[src/rtl/age_repl_pkg.sv]
package age_repl_pkg;
  typedef enum logic {
    ST_IDLE = 1'b0,
    ST_AGE  = 1'b1
  } sel_state_e;
endpackage

[src/rtl/age_way_cnt.sv]
module age_way_cnt #(
  parameter int unsigned AGE_W   = 3,
  parameter int unsigned INS_AGE = 6
) (
  input  logic             clk_i,
  input  logic             rst_ni,
  input  logic             clr_i,
  input  logic             load_i,
  input  logic             step_i,
  output logic [AGE_W-1:0] age_o,
  output logic             at_max_o
);
  localparam logic [AGE_W-1:0] AGE_MAX = {AGE_W{1'b1}};
  localparam logic [AGE_W-1:0] AGE_INS = AGE_W'(INS_AGE);

  logic [AGE_W-1:0] age_q;

  always_ff @(posedge clk_i or negedge rst_ni) begin
    if (!rst_ni) begin
      age_q <= AGE_MAX;
    end else if (load_i) begin
      age_q <= AGE_INS;
    end else if (clr_i) begin
      age_q <= '0;
    end else if (step_i && (age_q != AGE_MAX)) begin
      age_q <= age_q + 1'b1;
    end
  end

  assign age_o    = age_q;
  assign at_max_o = (age_q == AGE_MAX);
endmodule

[src/rtl/low_pick.sv]
module low_pick #(
  parameter int unsigned N     = 4,
  parameter int unsigned IDX_W = 2
) (
  input  logic [N-1:0]     req_i,
  output logic             any_o,
  output logic [IDX_W-1:0] idx_o
);
  always_comb begin
    any_o = |req_i;
    idx_o = '0;
    for (int i = N - 1; i >= 0; i--) begin
      if (req_i[i]) idx_o = IDX_W'(i);
    end
  end
endmodule

[src/rtl/victim_fsm.sv]
module victim_fsm
  import age_repl_pkg::*;
#(
  parameter int unsigned IDX_W = 2
) (
  input  logic             clk_i,
  input  logic             rst_ni,
  input  logic             vreq_i,
  input  logic             inv_any_i,
  input  logic [IDX_W-1:0] inv_idx_i,
  input  logic             max_any_i,
  input  logic [IDX_W-1:0] max_idx_i,
  output logic             step_o,
  output logic             busy_o,
  output logic             done_o,
  output logic [IDX_W-1:0] victim_o
);
  sel_state_e       state_q, state_d;
  logic             done_d, done_q;
  logic [IDX_W-1:0] victim_d, victim_q;

  always_comb begin
    state_d  = state_q;
    done_d   = 1'b0;
    victim_d = victim_q;
    step_o   = 1'b0;
    unique case (state_q)
      ST_IDLE: begin
        if (vreq_i) begin
          if (inv_any_i) begin
            done_d   = 1'b1;
            victim_d = inv_idx_i;
          end else if (max_any_i) begin
            done_d   = 1'b1;
            victim_d = max_idx_i;
          end else begin
            step_o  = 1'b1;
            state_d = ST_AGE;
          end
        end
      end
      ST_AGE: begin
        if (max_any_i) begin
          done_d   = 1'b1;
          victim_d = max_idx_i;
          state_d  = ST_IDLE;
        end else begin
          step_o = 1'b1;
        end
      end
      default: state_d = ST_IDLE;
    endcase
  end

  always_ff @(posedge clk_i or negedge rst_ni) begin
    if (!rst_ni) begin
      state_q  <= ST_IDLE;
      done_q   <= 1'b0;
      victim_q <= '0;
    end else begin
      state_q  <= state_d;
      done_q   <= done_d;
      victim_q <= victim_d;
    end
  end

  assign busy_o   = (state_q == ST_AGE);
  assign done_o   = done_q;
  assign victim_o = victim_q;
endmodule

[src/rtl/age_victim_sel.sv]
module age_victim_sel #(
  parameter int unsigned NUM_WAYS = 4,
  parameter int unsigned AGE_W    = 3,
  parameter int unsigned INS_AGE  = 6,
  localparam int unsigned IDX_W   = (NUM_WAYS > 1) ? $clog2(NUM_WAYS) : 1
) (
  input  logic                clk_i,
  input  logic                rst_ni,
  input  logic                hit_i,
  input  logic [IDX_W-1:0]    hit_way_i,
  input  logic                fill_i,
  input  logic [IDX_W-1:0]    fill_way_i,
  input  logic [NUM_WAYS-1:0] valid_i,
  input  logic                vreq_i,
  output logic                done_o,
  output logic [IDX_W-1:0]    victim_o
);
  logic [NUM_WAYS*AGE_W-1:0] ages_flat;
  logic [NUM_WAYS-1:0]       at_max;
  logic                      step;
  logic                      busy;
  logic                      inv_any, max_any;
  logic [IDX_W-1:0]          inv_idx, max_idx;

  for (genvar w = 0; w < NUM_WAYS; w++) begin : g_way
    age_way_cnt #(
      .AGE_W  (AGE_W),
      .INS_AGE(INS_AGE)
    ) u_cnt (
      .clk_i   (clk_i),
      .rst_ni  (rst_ni),
      .clr_i   (hit_i && (hit_way_i == IDX_W'(w))),
      .load_i  (fill_i && (fill_way_i == IDX_W'(w))),
      .step_i  (step),
      .age_o   (ages_flat[w*AGE_W +: AGE_W]),
      .at_max_o(at_max[w])
    );
  end

  low_pick #(.N(NUM_WAYS), .IDX_W(IDX_W)) u_inv_pick (
    .req_i(~valid_i),
    .any_o(inv_any),
    .idx_o(inv_idx)
  );

  low_pick #(.N(NUM_WAYS), .IDX_W(IDX_W)) u_max_pick (
    .req_i(at_max),
    .any_o(max_any),
    .idx_o(max_idx)
  );

  victim_fsm #(.IDX_W(IDX_W)) u_fsm (
    .clk_i    (clk_i),
    .rst_ni   (rst_ni),
    .vreq_i   (vreq_i),
    .inv_any_i(inv_any),
    .inv_idx_i(inv_idx),
    .max_any_i(max_any),
    .max_idx_i(max_idx),
    .step_o   (step),
    .busy_o   (busy),
    .done_o   (done_o),
    .victim_o (victim_o)
  );
endmodule

[config.mk]
export PLATFORM = sky130hd
export DESIGN_NAME = age_victim_sel
export DESIGN_NICKNAME = d
export VERILOG_FILES = /design/src/rtl/age_repl_pkg.sv /design/src/rtl/age_way_cnt.sv /design/src/rtl/low_pick.sv /design/src/rtl/victim_fsm.sv /design/src/rtl/age_victim_sel.sv
export SDC_FILE = /design/constraint.sdc
export NUM_CORES = 1
export LEC_CHECK = 0
export ABC_AREA = 1
export ABC_CLOCK_PERIOD_IN_PS = 2000
export BUFFER_PORTS_ARGS = -buffer_cell sky130_fd_sc_hd__buf_2
export CORE_ASPECT_RATIO = 0.75
export CORE_MARGIN = 1.5
export CORE_UTILIZATION = 50
export CTS_CLUSTER_DIAMETER = 200
export DETAILED_ROUTE_END_ITERATION = 8
export PLACE_DENSITY = 0.81
export SETUP_SLACK_MARGIN = 0.2
export SLEW_MARGIN = 20
export SYNTH_ARGS = -nofsm -noshare
export SYNTH_HDL_FRONTEND = slang
export SYNTH_SLANG_ARGS = --single-unit
[constraint.sdc]
create_clock -name clk_i -period 2 [get_ports clk_i]
set_input_delay 0.4 -clock clk_i [delete_from_list [all_inputs] [get_ports clk_i]]
set_output_delay 0.4 -clock clk_i [all_outputs]
set_load 0.01 [all_outputs]
After elaboration in Yosys (flattened, before gate mapping)
Cells that the tools add are included.
{ "word_totals": {"register_bits": 16, "word_cells": 80} }
{ "classes": {"n_addsub": 4, "eq_ne": 15, "n_bitwise": 2, "reduce_logical": 20, "mux": 32} }
{ "ops": {"columns": ["operator", "n"], "rows": [
  ["$mux 3", 12],
  ["$mux 2", 11],
  ["$add 3x1->3 const B", 4],
  ["$eq 3x3->1 const B", 4],
  ["$logic_and 1x1->1", 12],
  ["$ne 3x3->1 const B", 4],
  ["$reduce_bool 3->1", 4],
  ["$eq 2x2->1 const B", 4],
  ["$reduce_or 4->1", 2],
  ["$mux 1", 6],
  ["$eq 2x1->1 const B", 2],
  ["$logic_not 2->1", 2],
  ["$not 4->4", 1],
  ["$pmux 1 s2", 2],
  ["$pmux 2 s2", 1],
  ["$ne 2x2->1 const B", 1],
  ["$not 1->1", 1]
]} }

Logic depth before layout (Yosys ltp)
{ "depth": {"ltp_word": 10, "depth_mapped": 9, "depth_no_buf": 9} }

By module
Synthesis repeated with hierarchy kept, for this count alone.
{ "unflattened": {"cells_unflattened": 167, "hier_area_um2": 1149.9} }
{ "modules_own_cells": {"columns": ["mod", "area_each_um2", "cells_each", "instances"], "rows": [
  ["age_way_cnt", 193.9, 25, 4],
  ["victim_fsm", 206.4, 29, 1],
  ["low_pick", 46.3, 9, 2],
  ["age_victim_sel", 75.1, 20, 1]
]} }

Least setup slack after synthesis
No wires, ideal clock.
{ "synth_timing": {"path_type": "register to register", "start": "register g_way[2].u_cnt.age_q[0]", "end": "register g_way[3].u_cnt.age_q[1]", "path_stages_with_launch": 10, "t_arrival_ns": 1.426, "required_ns": 1.915, "path_slack_ns": 0.489, "n_path_buf": 1, "setup_time_ns": 0.085, "cell_sequence": "dfstp_2 -> ha_1 -> ha_1 -> nor2_2 -> nand2_2 -> nor2_4 -> nand2_4 -> buf_6 -> nand3_2 -> nand3_1"} }
{ "synth_between": {"elab_chain_cells": 8} }
{ "synth_lines": {"columns": ["item", "line_no", "rtl"], "rows": [
  ["start, declared", "age_way_cnt.sv:16", "logic [AGE_W-1:0] age_q;"],
  ["start signal, assigned", "age_way_cnt.sv:26", "age_q <= age_q + 1'b1;"],
  ["$eq 3x3->1 *", "age_way_cnt.sv:31", "assign at_max_o = (age_q == AGE_MAX);"],
  ["$reduce_or 4->1 *", "low_pick.sv:10", "any_o = |req_i;"],
  ["$mux 1 *", "victim_fsm.sv:33, victim_fsm.sv:43", null],
  ["$mux 1", "victim_fsm.sv:30", "if (inv_any_i) begin"],
  ["$mux 1", "victim_fsm.sv:29", "if (vreq_i) begin"],
  ["$pmux 1 s2 *", "victim_fsm.sv:27", "unique case (state_q)"],
  ["$logic_and 1x1->1 *", "age_way_cnt.sv:25", "end else if (step_i && (age_q != AGE_MAX)) begin"],
  ["$reduce_bool 3->1 (no source line) *", null, null],
  ["end signal, assigned", "age_way_cnt.sv:26", null],
  ["end, declared", "age_way_cnt.sv:16", null]
]} }
Mark *: on every way between the ends. The rest lies on a longest branch, timed or not.
A chain may end at the register's enable or synchronous reset.

Worst setup path after layout
{ "layout_timing": {"start": "register g_way[2].u_cnt.age_q[0]", "end": "register g_way[2].u_cnt.age_q[2]"} }
{ "layout_between": {"elab_chain_cells": 8} }
{ "layout_lines": {"columns": ["item", "line_no"], "rows": [
  ["$eq 3x3->1", "age_way_cnt.sv:31"],
  ["$reduce_or 4->1", "low_pick.sv:10"],
  ["$mux 1", "victim_fsm.sv:33, victim_fsm.sv:43"],
  ["$mux 1", "victim_fsm.sv:30"],
  ["$mux 1", "victim_fsm.sv:29"],
  ["$pmux 1 s2", "victim_fsm.sv:27"],
  ["$logic_and 1x1->1", "age_way_cnt.sv:25"],
  ["$reduce_bool 3->1 (no source line)", null]
]} }
Several ways; a longest one is shown, not always the timed one. The select of a mux whose other input is x is not followed.

==> metrics.txt <==
run status finished, final reports clean; skew final 0.00175 ns; Placed Area roughly 1100 sq um; fin cells 163; CTS root buffer clkbuf_4; Area Growth Syn to Fin 15.7%; Synth Instances around 120; Pleak 0.622 nW; slew at the pin closest to its max-slew limit 0.359 ns; Setup WS post-layout roughly 0.34 ns; Final setup viols 0; Worst-path clk slew 0.10 ns; total negative slack 0 ns; starting density of the core between 50% and 60%; gr ovfl total 0; Yosys cell types 24; fin crit share 83.0%; largest net degree at the start of global routing 18; IO Pins 16; Num Clock Sinks 16; unrepaired setup endpoints after global routing no; post-CTS setup buffer count 0; Max Cap Viol 0; TritonCTS Buffers 3; first-pass GRT wire length about 3.5 mm; Warnings, synthesis 0; diode count 0; largest family of logic cells by synthesized area simple AND/OR/NAND/NOR gates; htree depth 1; Residual DRC 0; Placed Cells 157; sequential share of the synthesized area 40.1%; router iterations before antenna repair 4; design area approximately 1200 sq um; Total Die Area roughly 2400 sq um; critical path fanouts, max 8; Detail Route Antenna Nets 0; Power per Cell Area 943 nW/um^2; CP required 2.23 ns; synthesized cell area between 1000 and 1500 sq um; Mapped Nets 140; min Tclk post-route 1.66 ns; # nets final 161; Simple-Gate Fraction of Synth Area 36.3%; port bufs 15; Mapped Avg Cell Area 8.70 sq um; Data arrival, critical path 1.89 ns; Power, Total 1.13 mW; FMAX 602 MHz; share of synthesized registers carrying an async set or reset 100%; vias between 800 and 900; Detailed Place HPWL between 1.5 and 2 mm; EDFF count, synth 0; clk_lat worst skew 0.29 ns; synthesis-stage register bit count 16; CP Class flop to flop; Synth Area in Adders ~9.7%; XOR/XNOR share of the synthesized area 0%; Synth top area share between 30 and 40%; number of hold violations in the final report 0; mux cell area share after synthesis 0%; Synth area leaders dfstp_2 (30%), nand2_1 (11%), dfrtp_1 (9.7%); row cnt 14; wire length per cell between 10 and 15 um; most common cell in the netlist nand2_1; Hold Crit Class input pin to flop; Initial DRC Count 29; final WL 2.06 mm; Synth Area in Compound Gates 9.55%; initial antenna violation count 0; GPL Wtd Cong 0.805; Clock Path Buffers 2; core area 1980 sq um; layout cells sized above 1 between 30% and 40%; die height 42.4 um; crit path launch type flop; vias per std cell ~5.4; R2R Setup Slk around 0.34 ns; critical path capture point type flop; Slew Limit Fails 0; post-placement setup slack 0.367 ns; Main synth FF type dfstp_2; CTS tree yes; Synth area leader dfstp_2; Worst VDD drop between 600 and 700 uV; commonest cells in the netlist nand2_1 (30), nand3_1 (16), dfstp_2 (12), ha_1 (8), nand4_1 (8); Worst slew margin 76.0%; gr usage total 19.6%; vias in the first global route 778; die width ~56 um
-- path summary, 6_finish.rpt --
check                                         from                       to  depth (start not counted)
min                                         vreq_i        u_fsm.victim_o[1]                          4
max                        g_way[2].u_cnt.age_o[0]  g_way[2].u_cnt.age_o[2]                          8
min in group asynchronous                   rst_ni        u_fsm.victim_o[1]                          2
max in group asynchronous                   rst_ni  g_way[3].u_cnt.age_o[2]                          2
min reg2reg                g_way[3].u_cnt.age_o[0]  g_way[3].u_cnt.age_o[0]                          2
max reg2reg                g_way[2].u_cnt.age_o[0]  g_way[2].u_cnt.age_o[2]                          8
-- repair_timing --
item                       in CTS  in global routing
setup endpoints to repair       0                  1
hold buffers                    1                  0
hold endpoints to repair        4                  0
resized for setup               0                  2
-- sequential cells by signal, indices dropped and copies added, names as in the netlist --
register	cells
u_fsm.busy_o	1
u_fsm.victim_o	2
u_fsm.done_o	1
g_way.u_cnt.age_o	12
-- cell type report --
cell class / count / area (sq um)
sequential: 16 / 415
tap: 24 / 30.0
multi-input combinational: 94 / 597
fill: 177 / 782
timing repair buffer: 16 / 85.1
inverter: 9 / 33.8
clock buffer: 4 / 36.3
-- stage by stage --
step	hold slack, ns	utilization (%)
2_1_floorplan	0.104	-
3_3_place_gp	0.331	57.0
3_5_place_dp	0.322	57.0
4_1_cts	0.401	59.4
5_1_grt	0.405	60.5
6_report	0.402	60.5
-- where the power goes --
group          internal (mW)  switching, mW
logic                  0.160          0.206
registers              0.476         0.0682
clock network          0.111          0.108
-- cell usage in the layout (no fill, tap or decap), types with 2 or more instances in the layout --
cell type  instances
clkbuf_4           3
inv_2              2
nand3_2            4
dfstp_2           12
nand2_1           30
buf_2             15
dfrtp_1            4
o21ai_0            2
nand4_1            8
ha_1               7
nand3_1           16
nor2_4             2
nand2_2            2
inv_1              7
nand3b_1           4
nor2_2             2
a21oi_1            7
-- routing by layer --
layer  vias to the layer above  share of wire, %  GRT usage [%]
met5                         -                 0              0
li1                        455                 -              -
met1                       405                48           26.5
met2                        26                45           30.5
met4                         0              0.53           4.39
met3                         2               5.9           6.79
-- worst max-delay path: stages, from the launching register on --
cell     delay, ns
dfstp_2       0.39
ha_1          0.21
ha_1          0.20
nor2_2        0.14
nand2_2       0.10
nor2_4        0.26
nand2_4       0.15
nand3_2       0.08
nand3_1       0.07
-- cell families after synthesis --
logic type | count (synthesis)
flip-flops | 16
AO/OA/AOI/OAI | 15
adder cells (fa/ha/maj) | 8
AND/OR/NAND/NOR | 70
buffers and inverters | 10
Power figures use the tool's default switching activity.
